## src/rtl/pwm_timer_pkg.sv

```systemverilog
package pwm_timer_pkg;

    localparam int AW = 4;

    localparam logic [AW-1:0] A_CTRL     = 4'h0;
    localparam logic [AW-1:0] A_PRESC    = 4'h1;
    localparam logic [AW-1:0] A_RELOAD   = 4'h2;
    localparam logic [AW-1:0] A_CHCFG    = 4'h3;
    localparam int            A_MODE_LO  = 4;
    localparam logic [AW-1:0] A_COUNT    = 4'h7;
    localparam int            A_CMP_BASE = 8;

    localparam logic [7:0] MD_FORCE_LOW  = 8'd0;
    localparam logic [7:0] MD_FORCE_HIGH = 8'd1;
    localparam logic [7:0] MD_PWM        = 8'd2;

    typedef enum logic [0:0] {
        TB_HALT = 1'b0,
        TB_RUN  = 1'b1
    } tb_state_e;

    typedef struct packed {
        logic cpol;
        logic cen;
        logic pol;
        logic en;
    } ch_cfg_t;

endpackage

```

## src/rtl/pwm_regs.sv

```systemverilog
module pwm_regs
    import pwm_timer_pkg::*;
#(
    parameter int NCH      = 4,
    parameter int CW       = 16,
    parameter int PW       = 16,
    parameter int DW       = 16,
    parameter bit HAS_COMP = 1'b1
) (
    input  logic                      clk,
    input  logic                      rst_n,
    input  logic                      we,
    input  logic [AW-1:0]             addr,
    input  logic [DW-1:0]             wdata,
    input  logic                      run_i,
    input  logic [CW-1:0]             cnt_i,
    output logic [DW-1:0]             rdata,
    output logic                      ctrl_wr,
    output logic                      run_req,
    output logic                      upd,
    output logic                      preload_en,
    output logic                      moe,
    output logic [PW-1:0]             psc_pre,
    output logic [CW-1:0]             arr_pre,
    output ch_cfg_t [NCH-1:0]         cfg,
    output logic [NCH-1:0][7:0]       mode,
    output logic [NCH-1:0][CW-1:0]    ccr_pre
);

    localparam logic [3:0] CFG_MASK = HAS_COMP ? 4'hF : 4'h3;

    logic                   pre_q, moe_q;
    logic [PW-1:0]          psc_q;
    logic [CW-1:0]          arr_q;
    ch_cfg_t [NCH-1:0]      cfg_q;
    logic [NCH-1:0][7:0]    mode_q;
    logic [NCH-1:0][CW-1:0] ccr_q;

    assign ctrl_wr = we && (addr == A_CTRL);
    assign run_req = wdata[0];
    assign upd     = ctrl_wr && wdata[3];

    always_ff @(posedge clk) begin
        if (!rst_n) begin
            pre_q  <= 1'b0;
            moe_q  <= 1'b0;
            psc_q  <= '0;
            arr_q  <= '0;
            cfg_q  <= '0;
            mode_q <= '0;
            ccr_q  <= '0;
        end else if (we) begin
            case (addr)
                A_CTRL: begin
                    pre_q <= wdata[1];
                    moe_q <= wdata[2];
                end
                A_PRESC:  psc_q <= wdata[PW-1:0];
                A_RELOAD: arr_q <= wdata[CW-1:0];
                A_CHCFG: begin
                    for (int k = 0; k < NCH; k++) begin
                        cfg_q[k] <= ch_cfg_t'(wdata[4*k +: 4] & CFG_MASK);
                    end
                end
                default: ;
            endcase
            for (int k = 0; k < NCH; k++) begin
                if (addr == AW'(A_MODE_LO + k / 2)) begin
                    mode_q[k] <= wdata[8*(k%2) +: 8];
                end
                if (addr == AW'(A_CMP_BASE + k)) begin
                    ccr_q[k] <= wdata[CW-1:0];
                end
            end
        end
    end

    always_comb begin
        rdata = '0;
        case (addr)
            A_CTRL:   rdata[2:0]    = {moe_q, pre_q, run_i};
            A_PRESC:  rdata[PW-1:0] = psc_q;
            A_RELOAD: rdata[CW-1:0] = arr_q;
            A_COUNT:  rdata[CW-1:0] = cnt_i;
            A_CHCFG: begin
                for (int k = 0; k < NCH; k++) begin
                    rdata[4*k +: 4] = cfg_q[k];
                end
            end
            default: ;
        endcase
        for (int k = 0; k < NCH; k++) begin
            if (addr == AW'(A_MODE_LO + k / 2)) begin
                rdata[8*(k%2) +: 8] = mode_q[k];
            end
            if (addr == AW'(A_CMP_BASE + k)) begin
                rdata[CW-1:0] = ccr_q[k];
            end
        end
    end

    assign preload_en = pre_q;
    assign moe        = moe_q;
    assign psc_pre    = psc_q;
    assign arr_pre    = arr_q;
    assign cfg        = cfg_q;
    assign mode       = mode_q;
    assign ccr_pre    = ccr_q;

endmodule

```

## src/rtl/pwm_timebase.sv

```systemverilog
module pwm_timebase
    import pwm_timer_pkg::*;
#(
    parameter int CW = 16,
    parameter int PW = 16
) (
    input  logic          clk,
    input  logic          rst_n,
    input  logic          ctrl_wr,
    input  logic          run_req,
    input  logic          upd,
    input  logic          preload_en,
    input  logic [PW-1:0] psc_pre,
    input  logic [CW-1:0] arr_pre,
    output logic [CW-1:0] cnt,
    output logic          running,
    output logic          load
);

    tb_state_e     state_q, state_d;
    logic [PW-1:0] pc_q, psc_act;
    logic [CW-1:0] cnt_q, arr_act, arr_eff;
    logic          tick, wrap;

    // State register
    always_ff @(posedge clk) begin
        if (!rst_n) state_q <= TB_HALT;
        else        state_q <= state_d;
    end

    // Transitions: GO and STOP
    always_comb begin
        state_d = state_q;
        unique case (state_q)
            TB_HALT: if (ctrl_wr && run_req)  state_d = TB_RUN;
            TB_RUN:  if (ctrl_wr && !run_req) state_d = TB_HALT;
            default: state_d = TB_HALT;
        endcase
    end

    assign arr_eff = preload_en ? arr_act : arr_pre;
    assign tick    = (state_q == TB_RUN) && (pc_q >= psc_act);
    assign wrap    = tick && (cnt_q >= arr_eff);
    assign load    = upd || wrap;

    // Per-state datapath action
    always_ff @(posedge clk) begin
        if (!rst_n) begin
            pc_q    <= '0;
            cnt_q   <= '0;
            psc_act <= '0;
            arr_act <= '0;
        end else begin
            if (upd) begin
                pc_q  <= '0;
                cnt_q <= '0;
            end else begin
                unique case (state_q)
                    TB_RUN: begin
                        if (tick) begin
                            pc_q  <= '0;
                            cnt_q <= wrap ? '0 : cnt_q + 1'b1;
                        end else begin
                            pc_q  <= pc_q + 1'b1;
                        end
                    end
                    default: ;
                endcase
            end
            if (load) begin
                psc_act <= psc_pre;
                arr_act <= arr_pre;
            end
        end
    end

    assign cnt     = cnt_q;
    assign running = (state_q == TB_RUN);

endmodule

```

## src/rtl/pwm_channel.sv

```systemverilog
module pwm_channel
    import pwm_timer_pkg::*;
#(
    parameter int CW       = 16,
    parameter bit HAS_COMP = 1'b1
) (
    input  logic          clk,
    input  logic          rst_n,
    input  logic          load,
    input  logic [CW-1:0] ccr_pre,
    input  logic [CW-1:0] cnt,
    input  logic [7:0]    mode,
    input  ch_cfg_t       cfg,
    input  logic          running,
    input  logic          moe,
    output logic          out_p,
    output logic          out_n
);

    logic [CW-1:0] ccr_act;
    logic          ref_w;
    logic          gate;

    always_ff @(posedge clk) begin
        if (!rst_n)    ccr_act <= '0;
        else if (load) ccr_act <= ccr_pre;
    end

    always_comb begin
        case (mode)
            MD_FORCE_HIGH: ref_w = 1'b1;
            MD_PWM:        ref_w = ({1'b0, cnt} < {1'b0, ccr_act});
            default:       ref_w = 1'b0;
        endcase
    end

    assign gate  = moe && running;
    assign out_p = (gate && cfg.en) ? (ref_w ^ cfg.pol) : 1'b0;

    generate
        if (HAS_COMP) begin : g_comp
            assign out_n = (gate && cfg.cen) ? (~ref_w ^ cfg.cpol) : 1'b0;
        end else begin : g_nocomp
            assign out_n = 1'b0;
        end
    endgenerate

endmodule

```

## src/rtl/pwm_quad_timer.sv

```systemverilog
module pwm_quad_timer
    import pwm_timer_pkg::*;
#(
    parameter int NCH      = 4,
    parameter int CW       = 16,
    parameter int PW       = 16,
    parameter int DW       = 16,
    parameter bit HAS_COMP = 1'b1
) (
    input  logic           clk,
    input  logic           rst_n,
    input  logic           reg_we,
    input  logic [3:0]     reg_addr,
    input  logic [DW-1:0]  reg_wdata,
    output logic [DW-1:0]  reg_rdata,
    output logic [NCH-1:0] pwm_out,
    output logic [NCH-1:0] pwm_out_n
);

    logic                   ctrl_wr, run_req, upd_evt, preload_en, moe;
    logic                   tb_run, load_evt;
    logic [CW-1:0]          tb_cnt, arr_pre;
    logic [PW-1:0]          psc_pre;
    ch_cfg_t [NCH-1:0]      cfg;
    logic [NCH-1:0][7:0]    mode;
    logic [NCH-1:0][CW-1:0] ccr_pre;

    pwm_regs #(
        .NCH(NCH), .CW(CW), .PW(PW), .DW(DW), .HAS_COMP(HAS_COMP)
    ) regs_i (
        .clk(clk), .rst_n(rst_n), .we(reg_we), .addr(reg_addr),
        .wdata(reg_wdata), .run_i(tb_run), .cnt_i(tb_cnt),
        .rdata(reg_rdata), .ctrl_wr(ctrl_wr), .run_req(run_req),
        .upd(upd_evt), .preload_en(preload_en), .moe(moe),
        .psc_pre(psc_pre), .arr_pre(arr_pre), .cfg(cfg), .mode(mode),
        .ccr_pre(ccr_pre)
    );

    pwm_timebase #(.CW(CW), .PW(PW)) tbase_i (
        .clk(clk), .rst_n(rst_n), .ctrl_wr(ctrl_wr), .run_req(run_req),
        .upd(upd_evt), .preload_en(preload_en), .psc_pre(psc_pre),
        .arr_pre(arr_pre), .cnt(tb_cnt), .running(tb_run), .load(load_evt)
    );

    generate
        for (genvar k = 0; k < NCH; k++) begin : g_ch
            pwm_channel #(.CW(CW), .HAS_COMP(HAS_COMP)) ch_i (
                .clk(clk), .rst_n(rst_n), .load(load_evt),
                .ccr_pre(ccr_pre[k]), .cnt(tb_cnt), .mode(mode[k]),
                .cfg(cfg[k]), .running(tb_run), .moe(moe),
                .out_p(pwm_out[k]), .out_n(pwm_out_n[k])
            );
        end
    endgenerate

endmodule

```

## config.mk

```make
export PLATFORM = sky130hd
export DESIGN_NAME = pwm_quad_timer
export DESIGN_NICKNAME = d
export VERILOG_FILES = /design/src/rtl/pwm_timer_pkg.sv /design/src/rtl/pwm_regs.sv /design/src/rtl/pwm_timebase.sv /design/src/rtl/pwm_channel.sv /design/src/rtl/pwm_quad_timer.sv
export SDC_FILE = /design/constraint.sdc
export NUM_CORES = 1
export LEC_CHECK = 0
export ABC_AREA = 1
export BUFFER_PORTS_ARGS = -buffer_cell sky130_fd_sc_hd__buf_2
export CELL_PAD_IN_SITES_DETAIL_PLACEMENT = 1
export CELL_PAD_IN_SITES_GLOBAL_PLACEMENT = 2
export CORE_ASPECT_RATIO = 1.1
export CORE_MARGIN = 2
export CORE_UTILIZATION = 25
export CTS_CLUSTER_DIAMETER = 60
export CTS_CLUSTER_SIZE = 8
export DETAILED_ROUTE_END_ITERATION = 10
export MAX_ROUTING_LAYER = met4
export PLACE_DENSITY = 0.68
export SKIP_LAST_GASP = 1
export SLEW_MARGIN = 20
export SYNTH_ARGS = -nofsm -noshare
export SYNTH_HDL_FRONTEND = slang
export SYNTH_SLANG_ARGS = --single-unit
```

## constraint.sdc

```tcl
create_clock -name clk -period 2.5 [get_ports clk]
set_input_delay 0 -clock clk [delete_from_list [all_inputs] [get_ports clk]]
set_output_delay 0 -clock clk [all_outputs]
set_load 0.005 [all_outputs]
```

# ---- Word-level counts from Yosys, hierarchy flattened
# Index checks and enable logic that the tools add are counted.
dict set report totals {
  reg_bits 275
  input_bits 23
  out_inout_bits 24
  word_cells 135
}
dict set report op_classes {
  addsub 2
  n_lt_le_gt_ge 6
  n_eq_ne 18
  mux 28
  n_bitwise 14
  reduce_logical 30
}
# cell n
set op_table {}
lappend op_table {{16-bit 2-to-1 mux} 7}
lappend op_table {{16-bit < comparator} 4}
lappend op_table {{13-bit one-hot mux with 4 select lines} 1}
lappend op_table {{16-bit by 1-bit adder with 16-bit output (second input constant)} 2}
lappend op_table {{8-bit by 1-bit == test with 1-bit output (second input constant)} 4}
lappend op_table {{8-bit by 2-bit == test with 1-bit output (second input constant)} 4}
lappend op_table {{16-bit greater-or-equal comparator} 2}
lappend op_table {{8-bit 2-to-1 mux} 4}
lappend op_table {{2-bit AND reduction} 11}
lappend op_table {{4-bit == test (second input constant)} 4}
lappend op_table {{1-bit logical AND} 15}
lappend op_table {{3-bit one-hot mux with 5 select lines} 1}
lappend op_table {{4-bit by 3-bit == test with 1-bit output (second input constant)} 3}
lappend op_table {{1-bit 2-to-1 mux} 10}
lappend op_table {{1-bit one-hot mux with 2 select lines} 5}
lappend op_table {{4-bit by 2-bit == test with 1-bit output (second input constant)} 2}
lappend op_table {{1-bit XOR} 8}
lappend op_table {{1-bit inverter} 6}
lappend op_table {{4-bit by 1-bit == test with 1-bit output (second input constant)} 1}
lappend op_table {{4-bit logical NOT} 1}
lappend op_table {{2-bit OR reduction} 1}
lappend op_table {{1-bit logical NOT} 1}
lappend op_table {{1-bit logical OR} 1}

# ---- Logic depth before layout (Yosys ltp)
# Gate-level depths: netlist of run 1.
dict set report logic_depth {
  depth_word 10
  depth_mapped 19
  mapped_depth_nobuf 16
}

# ---- Cells and area by module
# Synthesis of run 1 repeated with hierarchy kept, for this count alone.
dict set report hier_totals {
  hier_cells 2130
  hier_area_um2 14729.1
}
# mod instances cells_per_inst area_per_inst_um2 seq_area_each_um2
set modules_own_cells {}
lappend modules_own_cells {pwm_regs 1 954 6600.1 2922.8}
lappend modules_own_cells {pwm_timebase 1 587 4041.4 1301.2}
lappend modules_own_cells {{pwm_channel (g_ch[0].ch_i ...)} 3 148 1022.2 320.3}
lappend modules_own_cells {{pwm_channel (g_ch[3].ch_i)} 1 145 1021.0 320.3}

# ---- Worst setup path after synthesis of run 1
# Ideal clock, no wire load.
dict set report synth_path {
  kind {register to register}
  startpoint {reg regs_i.pre_q, in the netlist regs_i.preload_en}
  endpoint {reg g_ch[1].ch_i.ccr_act[10]}
  setup_time_ns 0.115
  arrival_time_ns 2.049
  t_required_ns 2.385
  setup_slack_ns 0.336
  stages_incl_launch_ff 13
  path_buffers 3
  synth_period_minus_slack_ns 2.164
  path_cell_list {dfxtp_1 > clkbuf_1 > o21ai_0 > ha_1 > nand4_1 > nor2_1 > nand3_1 > nand3_1 > nand3_4 > buf_6 > buf_4 > a21oi_1 > nor2_1}
}
dict set report synth_between {
  elab_chain_cells 4
}
# element line
set synth_rtl {}
lappend synth_rtl {{from (decl)} pwm_regs.sv:32} ;# logic pre_q, moe_q;
lappend synth_rtl {{from (signal assigned)} pwm_regs.sv:55} ;# pre_q <= wdata[1];
lappend synth_rtl {{16-bit 2-to-1 mux} pwm_timebase.sv:41} ;# assign arr_eff = preload_en ? arr_act : arr_pre;
lappend synth_rtl {{16-bit greater-or-equal comparator} pwm_timebase.sv:43} ;# assign wrap = tick && (cnt_q >= arr_eff);
lappend synth_rtl {{1-bit logical AND} pwm_timebase.sv:43}
lappend synth_rtl {{1-bit logical OR} pwm_timebase.sv:44} ;# assign load = upd || wrap;
lappend synth_rtl {{to (signal assigned)} pwm_channel.sv:26} ;# else if (load) ccr_act <= ccr_pre;
lappend synth_rtl {{to (decl)} pwm_channel.sv:20} ;# logic [CW-1:0] ccr_act;
# No other way between the ends.
# A chain may end at the register's enable or synchronous reset.

# ---- Final worst setup path of run 1
dict set report layout_path {
  startpoint {reg tbase_i.cnt_q[15], in the netlist tbase_i.cnt[15]}
  endpoint {out pwm_out[1]}
}
dict set report layout_between {
  elab_chain_cells 4
}
# element line
set layout_rtl {}
lappend layout_rtl {{from (decl)} pwm_timebase.sv:22} ;# logic [CW-1:0] cnt_q, arr_act, arr_eff;
lappend layout_rtl {{from (signal assigned)} pwm_timebase.sv:62} ;# cnt_q <= wrap ? '0 : cnt_q + 1'b1;
lappend layout_rtl {{16-bit < comparator} pwm_channel.sv:32} ;# MD_PWM: ref_w = ({1'b0, cnt} < {1'b0, ccr_act});
lappend layout_rtl {{1-bit one-hot mux with 2 select lines} pwm_channel.sv:30} ;# case (mode)
lappend layout_rtl {{1-bit XOR} pwm_channel.sv:38} ;# assign out_p = (gate && cfg.en) ? (ref_w ^ cfg.pol) : 1'b0;
lappend layout_rtl {{1-bit 2-to-1 mux} pwm_channel.sv:38}
lappend layout_rtl {{to (decl)} pwm_quad_timer.sv:16} ;# output logic [NCH-1:0] pwm_out,
# No other way between the ends.

==> results of run 1 <==
==> kinds of logic after synthesis <==
| family | Yosys count |
|---|---|
| fa+ha+maj | 94 |
| xor+xnor | 12 |
| buf+inv | 417 |
| simple gates | 840 |
| flops | 275 |
| compound gates | 506 |
==> state kept, by name (all words and copies together), names as in the netlist, named ones only <==
| register | cells |
|---|---|
| tbase_i.cnt | 16 |
| regs_i.mode | 32 |
| regs_i.psc_pre | 16 |
| regs_i.arr_pre | 16 |
| tbase_i.arr_act | 16 |
| tbase_i.psc_act | 16 |
| regs_i.cfg | 16 |
| regs_i.moe | 1 |
| regs_i.ccr_pre | 64 |
| g_ch.ch_i.ccr_act | 64 |
| tbase_i.pc_q | 16 |
| regs_i.preload_en | 1 |
==> timing repair <==
| action | 4_1_cts | 5_1_grt |
|---|---|---|
| pin swaps | 12 | 65 |
| cloned | 0 | 3 |
| endpoints found under the hold margin | 159 | 0 |
| buffers inserted | 6 | 14 |
| setup endpoints to repair | 80 | 120 |
| gates resized for setup | 66 | 176 |
| hold buffers | 22 | 0 |
==> final cells by class <==
type | instances | share of cell area
inverter | 287 | 0.05673
tap | 768 | 0.05019
multi-input combinational | 1452 | 0.4582
timing repair buffer | 169 | 0.08222
sequential | 275 | 0.2892
clock inverter | 6 | 0.004183
clock buffer | 52 | 0.05902
antenna | 2 | 0.0002614
==> worst max-delay path: stages, from the launching register on <==
cell and delay, ps:
dfxtp_4 350, buf_12 140, ha_4 280, nand2_4 60, inv_4 50, nand3_4 80
nor3_4 200, nand2_4 70, nand3_4 80, nand2_2 70, nand2_2 60, nand2_1 50
nor2_1 110, buf_4 150, buf_2 110
==> routing by layer <==
metal | GRT usage | up-vias | share of wire
met5 | - | - | 0
met2 | 0.2991 | 211 | 0.47
met3 | 0.02227 | 85 | 0.034
met4 | 0.04206 | 0 | 0.021
li1 | - | 7176 | -
met1 | 0.2365 | 6927 | 0.47
==> path summary, 6_finish.rpt <==
path / to / slack (ps) / depth (start not counted) / start
max: pwm_out[1] / 50 / 14 / tbase_i.cnt[15]
min: regs_i.preload_en / 70 / 5 / reg_addr[2]
min reg2reg: regs_i.ccr_pre[18] / 470 / 2 / regs_i.ccr_pre[18]
max reg2reg: g_ch[1].ch_i.ccr_act[11] / 120 / 15 / regs_i.preload_en
==> synthesized netlist by cell type (all sizes together) <==
library cell  number  area share
nand2            386       0.096
clkinv             1     0.00025
buf               65       0.030
o22ai             33       0.014
o21bai             1     0.00049
o2111ai           14      0.0081
a21o               1     0.00049
a31oi              1     0.00041
clkbuf            65       0.016
or4                3      0.0015
inv              286       0.071
nand4             11      0.0045
xor2              10      0.0058
nand3b             1     0.00049
nor3              21      0.0076
xnor2              2      0.0012
ha                94       0.077
a21oi            303        0.10
nor3b              3      0.0018
nor2             210       0.055
nand3            199       0.091
o211ai             1     0.00049
o21ai            147       0.048
nor4               6      0.0035
dfxtp            275        0.36
o21a               5      0.0025
==> power by group through the flow <==
| stage | sequential (mW) | clock, mW | combinational, mW |
|---|---|---|---|
| after global routing | 4.55 | 5.79 | 1.33 |
| final | 4.55 | 5.43 | 1.19 |
| after detailed placement | 4.64 | 0 | 1.00 |
| after CTS | 4.55 | 5.61 | 1.08 |
| after global placement | 4.64 | 0 | 0.976 |
| after floorplan | 4.62 | 0 | 0.657 |
==> key figures, run 1 <==
Worst setup path
  • Required @ worst endpoint: 2500 ps
  • CP Class: flop to output port
  • Crit path max fanout: 5
  • Data arrival time of the critical path: approximately 2500 ps
  • CP Capture Type: output port
  • Critical path startpoint category: flop

Global route
  • Vias in the first global route: approximately 15,000
  • GRT Residual Overflow: 0
  • First-pass GRT wire length: between 80,000 and 90,000 um
  • Overall global routing resource usage: 0.1816
  • Initial antenna violation count: 0
  • Largest net degree at the start of global routing: 107

Placed design
  • DP Cell Count: 2,909
  • Setup slack at placement: -67.09 ps
  • Placer Congestion: 0.8933
  • I/O Buffers: 46
  • Placed wire-length estimate: 40,420 um
  • Placed Area: 16,470 um2

Detailed routing
  • Drt pass-1 iters: 5
  • WL/cell: 18.79 um
  • DRT antenna net count: 0
  • Total number of vias: ~14,000
  • DRT Wirelength: 56,570 um
  • Detailed-route vias per instance: around 4.8
  • Drt drc: 0
  • Initial DRC count: 621

Logic synthesis
  • Synth Area in Compound Gates: 0.1744
  • Multiplexer area fraction after synthesis: 0
  • Synthesized-area fraction occupied by adder cells: 0.07737
  • Distinct cell type count after synthesis: 41
  • Post-synthesis cell area: 15,200 um2
  • Largest family of logic cells by synthesized area: simple AND/OR/NAND/NOR gates
  • Syn_nets: 2,261
  • Synthesis Warnings: 0
  • Syn Inst Count: 2,144
  • Post-synthesis simple-gate area fraction: 0.2622
  • XOR/XNOR Fraction of Synth Area: 0.006914
  • Register area share after synthesis: 0.3622
  • Post-synthesis register bit count: ~280
  • Syn Area/Cell: 7.090 um2

Clock network
  • Reg clk slew, reported paths: 50 ps
  • CTS Buf Count: 43
  • CTS HTree Levels: 2
  • Longest Clk Path Bufs: 3
  • Root buffer cell: clkbuf_16
  • Clk_lat worst skew: slightly below 600 ps
  • Clk sinks: 275
  • CTS tree: built

Pwr
  • Reg power frac: 0.407
  • Int Pwr: roughly 8 mW
  • Total power: 11.18 mW
  • Net Sw Frac: 0.2695
  • Logic pwr share: 0.107
  • Max IR drop VDD: 0.3818 mV
  • Clk pwr share: 0.486
  • Power per Cell Area: 583.8 nW/um2
  • Sw power: 3.012 mW
  • Static Leakage: 8.263 nW

Flow run
  • Maxcap violations: 0

STA
  • Unrepaired setup endpoints after global routing: true
  • Final setup vio count: 0
  • Hold Vio Cnt, Final: 0
  • Fin crit share: 0.9785
  • Final min period: around 2400 ps
  • Slew margin rel.: 0.3861
  • Max Fclk: 408.8 MHz
  • Final worst setup slack: 53.78 ps
  • Hold_ws: roughly 68 ps
  • Tightest Pin Transition: between 900 and 1000 ps
  • Setup_tns: 0 ps
  • Max Clock Skew: slightly above 30 ps
  • Max-slew violations: 0

Run status
  • Status: completed

Layout
  • Post-layout net count: 2,345
  • Finished Layout Cells: ~3,000
  • Area grow syn2layout: 25.94%
  • Fin area: ~19,000 um2
  • Fin util: 0.3192
  • Share of cells above drive strength 1: 0.1999
  • Register area: approximately 5500 um2
  • Most frequent cells in the layout: nand2_1 (347), inv_1 (276), a21oi_1 (265)
  • Commonest non-fill, non-tap cell in the layout: nand2_1
  • Fillers: 7,260
  • Multi-input logic area: 8772 um2

Floorplan
  • Floorplan Core Area: 59,980 um2
  • # rows: 94
  • Die W: 239.1 um
  • Die area: roughly 63,000 um2
  • Initial core utilization: 0.2534
  • # IOs: 47
  • Die Height: 262.6 um

Min path
  • Worst hold path class: primary input to flop
(Power assumes the default switching activity.)
==> run 2: changes to the inputs <==
--- a/config.mk
+++ b/config.mk
@@ -16,7 +16,7 @@
 export CTS_CLUSTER_SIZE = 8
 export DETAILED_ROUTE_END_ITERATION = 10
 export MAX_ROUTING_LAYER = met4
-export PLACE_DENSITY = 0.68
+export PLACE_DENSITY = 0.57
 export SKIP_LAST_GASP = 1
 export SLEW_MARGIN = 20
 export SYNTH_ARGS = -nofsm -noshare
==> key figures, run 2 (synthesis results as in run 1) <==
Pwr
  • Power per Cell Area: 605.0 nW/um2 (+3.6%)
  • Static Leakage: 8.468 nW (+2.5%)
  • Sw power: 3.141 mW (+4.3%)
  • Total power: 11.92 mW (+6.7%)
  • Reg power frac: 0.381 (-0.026)
  • Clk pwr share: 0.513 (+0.027)
  • Logic pwr share: 0.106 (about the same)
  • Net Sw Frac: 0.2635 (-0.006032)
  • Int Pwr: 8.782 mW (+7.6%)
  • Max IR drop VDD: 0.3896 mV (+2.0%)

Worst setup path
  • Crit path max fanout: 5 (unchanged)
  • Required @ worst endpoint: 2500 ps (about the same)
  • Crit-path cells: buf_12 -> buf_12 -> ha_4 -> nand3_4 -> nor3_4 -> nand2_2 -> nand3_4 -> nand2_4 -> nand2_2 -> nand2_4 -> nor2_4 -> buf_2
  • Slowest cell on the critical path: dfxtp_2
  • CP Class: flop to output port
  • RR Startpoint: regs_i.preload_en
  • Reg2reg path depth: 15 (unchanged)
  • CP Capture Type: output port
  • Critical Path Max Stage Delay: 330 ps (-20 ps)
  • Critical path startpoint: tbase_i.cnt[13]
  • Data arrival time of the critical path: 2460 ps (about the same)
  • R2R Setup Slk: 110 ps (about the same)
  • RR Endpoint: tbase_i.arr_act[12]
  • Crit path to: pwm_out_n[1]
  • Critical path startpoint category: flop

Detailed routing
  • Drt drc: 0 (unchanged)
  • Detailed-route vias per instance: 4.821 (+0.82%)
  • DRT Wirelength: 61,490 um (+8.7%)
  • DRT antenna net count: 0 (unchanged)
  • Total number of vias: 14,604 (+1.4%)
  • Initial DRC count: 734 (+18%)
  • Drt pass-1 iters: 4 (-1)
  • WL/cell: 20.30 um (+8.1%)

Layout
  • Commonest non-fill, non-tap cell in the layout: nand2_1
  • Post-layout net count: 2,360 (+0.64%)
  • Finished Layout Cells: 3,029 (+0.60%)
  • N_diodes: 0 (-2)
  • Fillers: 7,202 (-0.80%)
  • Share of cells above drive strength 1: 0.2216 (+0.02167)
  • Most frequent cells in the layout: nand2_1 (342), inv_1 (273), a21oi_1 (259)
  • Register area: 5549 um2 (+0.23%)
  • Area grow syn2layout: 29.65%
  • Multi-input logic area: 8997 um2 (+2.6%)

STA
  • Fin crit share: 0.9839 (+0.005386)
  • Unrepaired setup endpoints after global routing: true
  • Final setup vio count: 0 (unchanged)
  • Max Fclk: 406.6 MHz (-0.55%)
  • Max-slew violations: 0 (unchanged)
  • Max Clock Skew: 30.36 ps (-0.7467 ps)
  • Hold Vio Cnt, Final: 0 (unchanged)
  • Tightest Pin Transition: 973.4 ps (+54.73 ps)
  • Final min period: 2460 ps (+13.46 ps)
  • Slew margin rel.: 0.3495 (-0.03658)

Global route
  • Overall global routing resource usage: 0.1970 (+0.01533)
  • Initial antenna violation count: 0 (unchanged)
  • Vias in the first global route: 15,033 (+2.4%)
  • First-pass GRT wire length: 91,840 um (+6.5%)
  • GRT Residual Overflow: 0 (unchanged)
  • Largest net degree at the start of global routing: 105 (-1.9%)

Min path
  • Hold Crit Depth: 6 (+1)
  • Worst hold path class: primary input to flop

Floorplan
  • Initial core utilization: 0.2534 (unchanged)
  • Die Height: 262.6 um (unchanged)
  • # IOs: 47 (unchanged)
  • Die area: 62,790 um2 (unchanged)
  • Die W: 239.1 um (unchanged)
  • Floorplan Core Area: 59,980 um2 (unchanged)
  • # rows: 94 (unchanged)

Clock network
  • Clk_lat worst skew: 580 ps (about the same)
  • CTS HTree Levels: 2 (unchanged)
  • CTS tree: built
  • Reg clk slew, reported paths: 50 ps (about the same)
  • CTS Buf Count: 45 (+4.7%)
  • Clk sinks: 275 (unchanged)
  • Root buffer cell: clkbuf_16
  • Longest Clk Path Bufs: 3 (unchanged)

Placed design
  • Placed wire-length estimate: 42,400 um (+4.9%)
  • Placer Congestion: 0.8551 (-4.3%)
  • DP Cell Count: 2,907 (-0.069%)
  • I/O Buffers: 46 (unchanged)

Flow run
  • Maxcap violations: 0 (unchanged)

Run status
  • Status: completed
[run 2: what timing repair did]
item / 4_1_cts / 5_1_grt
setup buffers: 18 / 12
pin swaps: 44 / 56
gates resized for setup: 138 / 130
cloned: 2 / 6
endpoints found under the hold margin: 156 / 0
hold buffers: 23 / 0
setup endpoints to repair: 92 / 125
[run 2: worst min-delay path by stage]
stage / from / end / slack, ps
final: reg_addr[3] / regs_i.mode[0] / 70
after global routing: reg_addr[3] / regs_i.mode[0] / 90
after CTS: reg_addr[0] / regs_i.psc_pre[2] / 60
after detailed placement: reg_wdata[9] / regs_i.ccr_pre[41] / 410
after global placement: reg_wdata[9] / regs_i.ccr_pre[41] / 400
after floorplan: reg_wdata[15] / regs_i.ccr_pre[47] / 160
[run 2: layout make-up]
cell class              count  share of cell area
repair buffers            182             0.08730
clock inverters             9            0.007873
well taps                 768             0.04876
clock buffers              56             0.06292
multi-input cells        1452              0.4565
flip-flops and latches    275              0.2816
inverters                 287             0.05504
[run 2: worst max-delay path, delay by kind of cell (launching register included)]
family	cells	cell delay (ps)
adders and majority gates	1	280
and+or+nand+nor	8	840
DFF	1	330
buffers and inverters	3	420
[run 2: layer usage]
layer / up-vias / global-route usage / part of all wire
li1: 7236 / - / -
met1: 7109 / 0.2527 / 0.47
met2: 180 / 0.3282 / 0.48
met3: 79 / 0.02511 / 0.025
met4: 0 / 0.04595 / 0.026
met5: - / - / 0
[run 2: power by group through the flow]
stage	Clock, mW	Combinational (mW)	Sequential [mW]
3_3_place_gp	0	1.02	4.64
2_1_floorplan	0	0.657	4.62
4_1_cts	6.32	1.19	4.55
5_1_grt	6.50	1.41	4.55
3_5_place_dp	0	1.04	4.64
6_report	6.11	1.26	4.55
[run 2: stage by stage]
stage,utilization,hold slack (ps),setup TNS [ps],worst slack [ps],instance area [um2]
final,0.3286,72.94,0,40.32,19710
after floorplan,-,164.9,0,336.4,15200
after detailed placement,0.2745,405.5,-2404,-99.83,16470
after global routing,0.3286,94.81,-1139,-63.32,19710
after CTS,0.3161,62.16,-215.1,-68.36,18960
after global placement,0.2745,401.0,-623.8,-60.83,16470
==> run 3: changes to the inputs <==
==> constraint.sdc (replaced) <==
create_clock -name clk -period 2.85 [get_ports clk]
set_input_delay 0 -clock clk [delete_from_list [all_inputs] [get_ports clk]]
set_output_delay 0 -clock clk [all_outputs]
set_load 0.005 [all_outputs]
==> key figures, run 3 (synthesis results as in run 1) <==
Run status
  • Status: completed

Placed design
  • I/O Buffers: 46 (unchanged)
  • Placed wire-length estimate: 42,930 um (+1.3%)
  • Placer Congestion: 0.7924 (-7.3%)
  • DP Cell Count: 2,892 (-0.52%)
  • Setup slack at placement: 99.66 ps (+199.5 ps)

Clock network
  • Reg clk slew, reported paths: 50 ps (about the same)
  • CTS Buf Count: 46 (+2.2%)
  • CTS tree: built
  • Clk sinks: 275 (unchanged)
  • Clk_lat worst skew: 590 ps (about the same)
  • Longest Clk Path Bufs: 3 (unchanged)
  • Root buffer cell: clkbuf_16
  • CTS HTree Levels: 2 (unchanged)

Global route
  • GR Util met3: 0.02479 (-0.0003151)
  • Met2 GRT Util: 0.3196 (-0.008564)
  • Top Usage Layer GRT: met2
  • First-pass GRT wire length: 89,890 um (-2.1%)
  • Initial antenna violation count: 4 (+4)
  • Overall global routing resource usage: 0.1935 (-0.003444)
  • Largest net degree at the start of global routing: 95 (-9.5%)
  • Met1 Track Usage GR: 0.2488 (-0.003854)
  • Vias in the first global route: 14,587 (-3.0%)
  • GRT Residual Overflow: 0 (unchanged)

Detailed routing
  • WL/cell: 19.75 um (-2.7%)
  • DRT antenna net count: 0 (unchanged)
  • Drt pass-1 iters: 4 (unchanged)
  • Total number of vias: 14,286 (-2.2%)
  • DRT Wirelength: 58,910 um (-4.2%)
  • Initial DRC count: 671 (-8.6%)
  • Drt drc: 0 (unchanged)
  • Detailed-route vias per instance: 4.789 (-0.67%)

Worst setup path
  • CP Capture Type: output port
  • Slowest cell on the critical path: dfxtp_4
  • Critical path startpoint category: flop
  • Crit path max fanout: 6 (+1)
  • CP top delay family: simple AND/OR/NAND/NOR gates
  • Crit-path cells: ha_1 -> nand2_1 -> inv_1 -> nand3_1 -> nor3_2 -> nand2_1 -> nand3_1 -> nand2_1 -> nand2_1 -> nand2_1 -> nor2_2 -> buf_2
  • Critical Path Max Stage Delay: 400 ps (+70 ps)
  • Most frequent CP cell: nand2_1
  • Required @ worst endpoint: 2850 ps (+350 ps)
  • CP Class: flop to output port
  • Data arrival time of the critical path: 2710 ps (+250 ps)
  • Buffers plus inverters on the worst setup path: 2 (-1)

Layout
  • Share of cells above drive strength 1: 0.1323 (-0.08930)
  • Fillers: 7,322 (+1.7%)
  • N_diodes: 0 (unchanged)
  • Most frequent cells in the layout: nand2_1 (382), a21oi_1 (300), inv_1 (282)
  • Fin util: 0.2990 (-0.02956)
  • Commonest non-fill, non-tap cell in the layout: nand2_1
  • Post-layout net count: 2,311 (-2.1%)
  • Finished Layout Cells: 2,983 (-1.5%)
  • Area grow syn2layout: 17.99%

Floorplan
  • Die W: 239.1 um (unchanged)
  • Floorplan Core Area: 59,980 um2 (unchanged)
  • # IOs: 47 (unchanged)
  • Die area: 62,790 um2 (unchanged)
  • Die Height: 262.6 um (unchanged)
  • Initial core utilization: 0.2534 (unchanged)
  • # rows: 94 (unchanged)

STA
  • Max Clock Skew: 23.19 ps (-7.167 ps)
  • Max Fclk: about 370 MHz
  • Max-slew violations: 0 (unchanged)
  • Final worst setup slack: 139.4 ps (+99.11 ps)
  • Fin crit share: 0.9511
  • Final setup vio count: 0 (unchanged)
  • Tightest Pin Transition: 968.1 ps (-5.240 ps)
  • Slew margin rel.: 0.3530 (+0.003501)
  • Unrepaired setup endpoints after global routing: true
  • Setup_tns: 0 ps (unchanged)
  • Hold_ws: 150.6 ps (+77.61 ps)
  • Final min period: approximately 2700 ps
  • Hold Vio Cnt, Final: 0 (unchanged)

Flow run
  • Maxcap violations: 0 (unchanged)

Pwr
  • Static Leakage: 7.953 nW (-6.1%)
  • Power per Cell Area: 562.2 nW/um2 (-7.1%)
  • Max IR drop VDD: 0.3634 mV (-6.7%)

Min path
  • Worst hold path class: primary input to flop
[run 3: final timing paths]
kind                                  end         startpoint  depth (start not counted)  slack (ps)
hold reg to reg           regs_i.mode[19]    regs_i.mode[19]                          2         470
setup / recovery               pwm_out[1]    tbase_i.cnt[15]                         12         140
setup reg to reg  g_ch[3].ch_i.ccr_act[2]  regs_i.preload_en                         13         220
hold / removal         regs_i.ccr_pre[13]             reg_we                          4         150
[run 3: area by class of cell]
cell class | instances | area (um2) | share of cell area
inverters | 287 | 1077 | 0.06007
repair buffers | 132 | 1050 | 0.05853
multi-input cells | 1452 | 7959 | 0.4438
well taps | 768 | 960.9 | 0.05358
flip-flops and latches | 275 | 5527 | 0.3081
clock inverters | 12 | 87.58 | 0.004883
clock buffers | 57 | 1274 | 0.07102
[run 3: timing repair]
| action | 4_1_cts | 5_1_grt |
|---|---|---|
| hold buffers | 22 | 0 |
| pin swaps | 0 | 1 |
| endpoints found under the hold margin | 170 | 0 |
| setup buffers | 0 | 0 |
| endpoints found under the setup margin | 8 | 10 |
| gates resized for setup | 14 | 12 |
[run 3: metal layers]
metal	share of wire	wire (um)	up-vias
met4	0.024	1417	0
met3	0.029	1702	77
met5	0	0	-
met1	0.47	27930	6907
met2	0.47	27870	193
li1	-	-	7109
[run 3: power breakdown]
group          leakage [nW]  internal, mW  switching [mW]
clock                 0.673          3.12            2.06
sequential             2.23          3.95          0.0444
combinational          5.05         0.284           0.627
[run 3: tightest hold or removal path: stages]
cell,delay (ps)
buf_2,120
buf_4,300
nand3_1,170
a21oi_1,60
[run 3: metrics by stage]
step,power [mW],area [um2]
finish,10.08,17930
global route,10.54,17930
CTS,10.31,17900
detailed placement,4.972,16290
global placement,4.949,16290
floorplan,4.632,15200
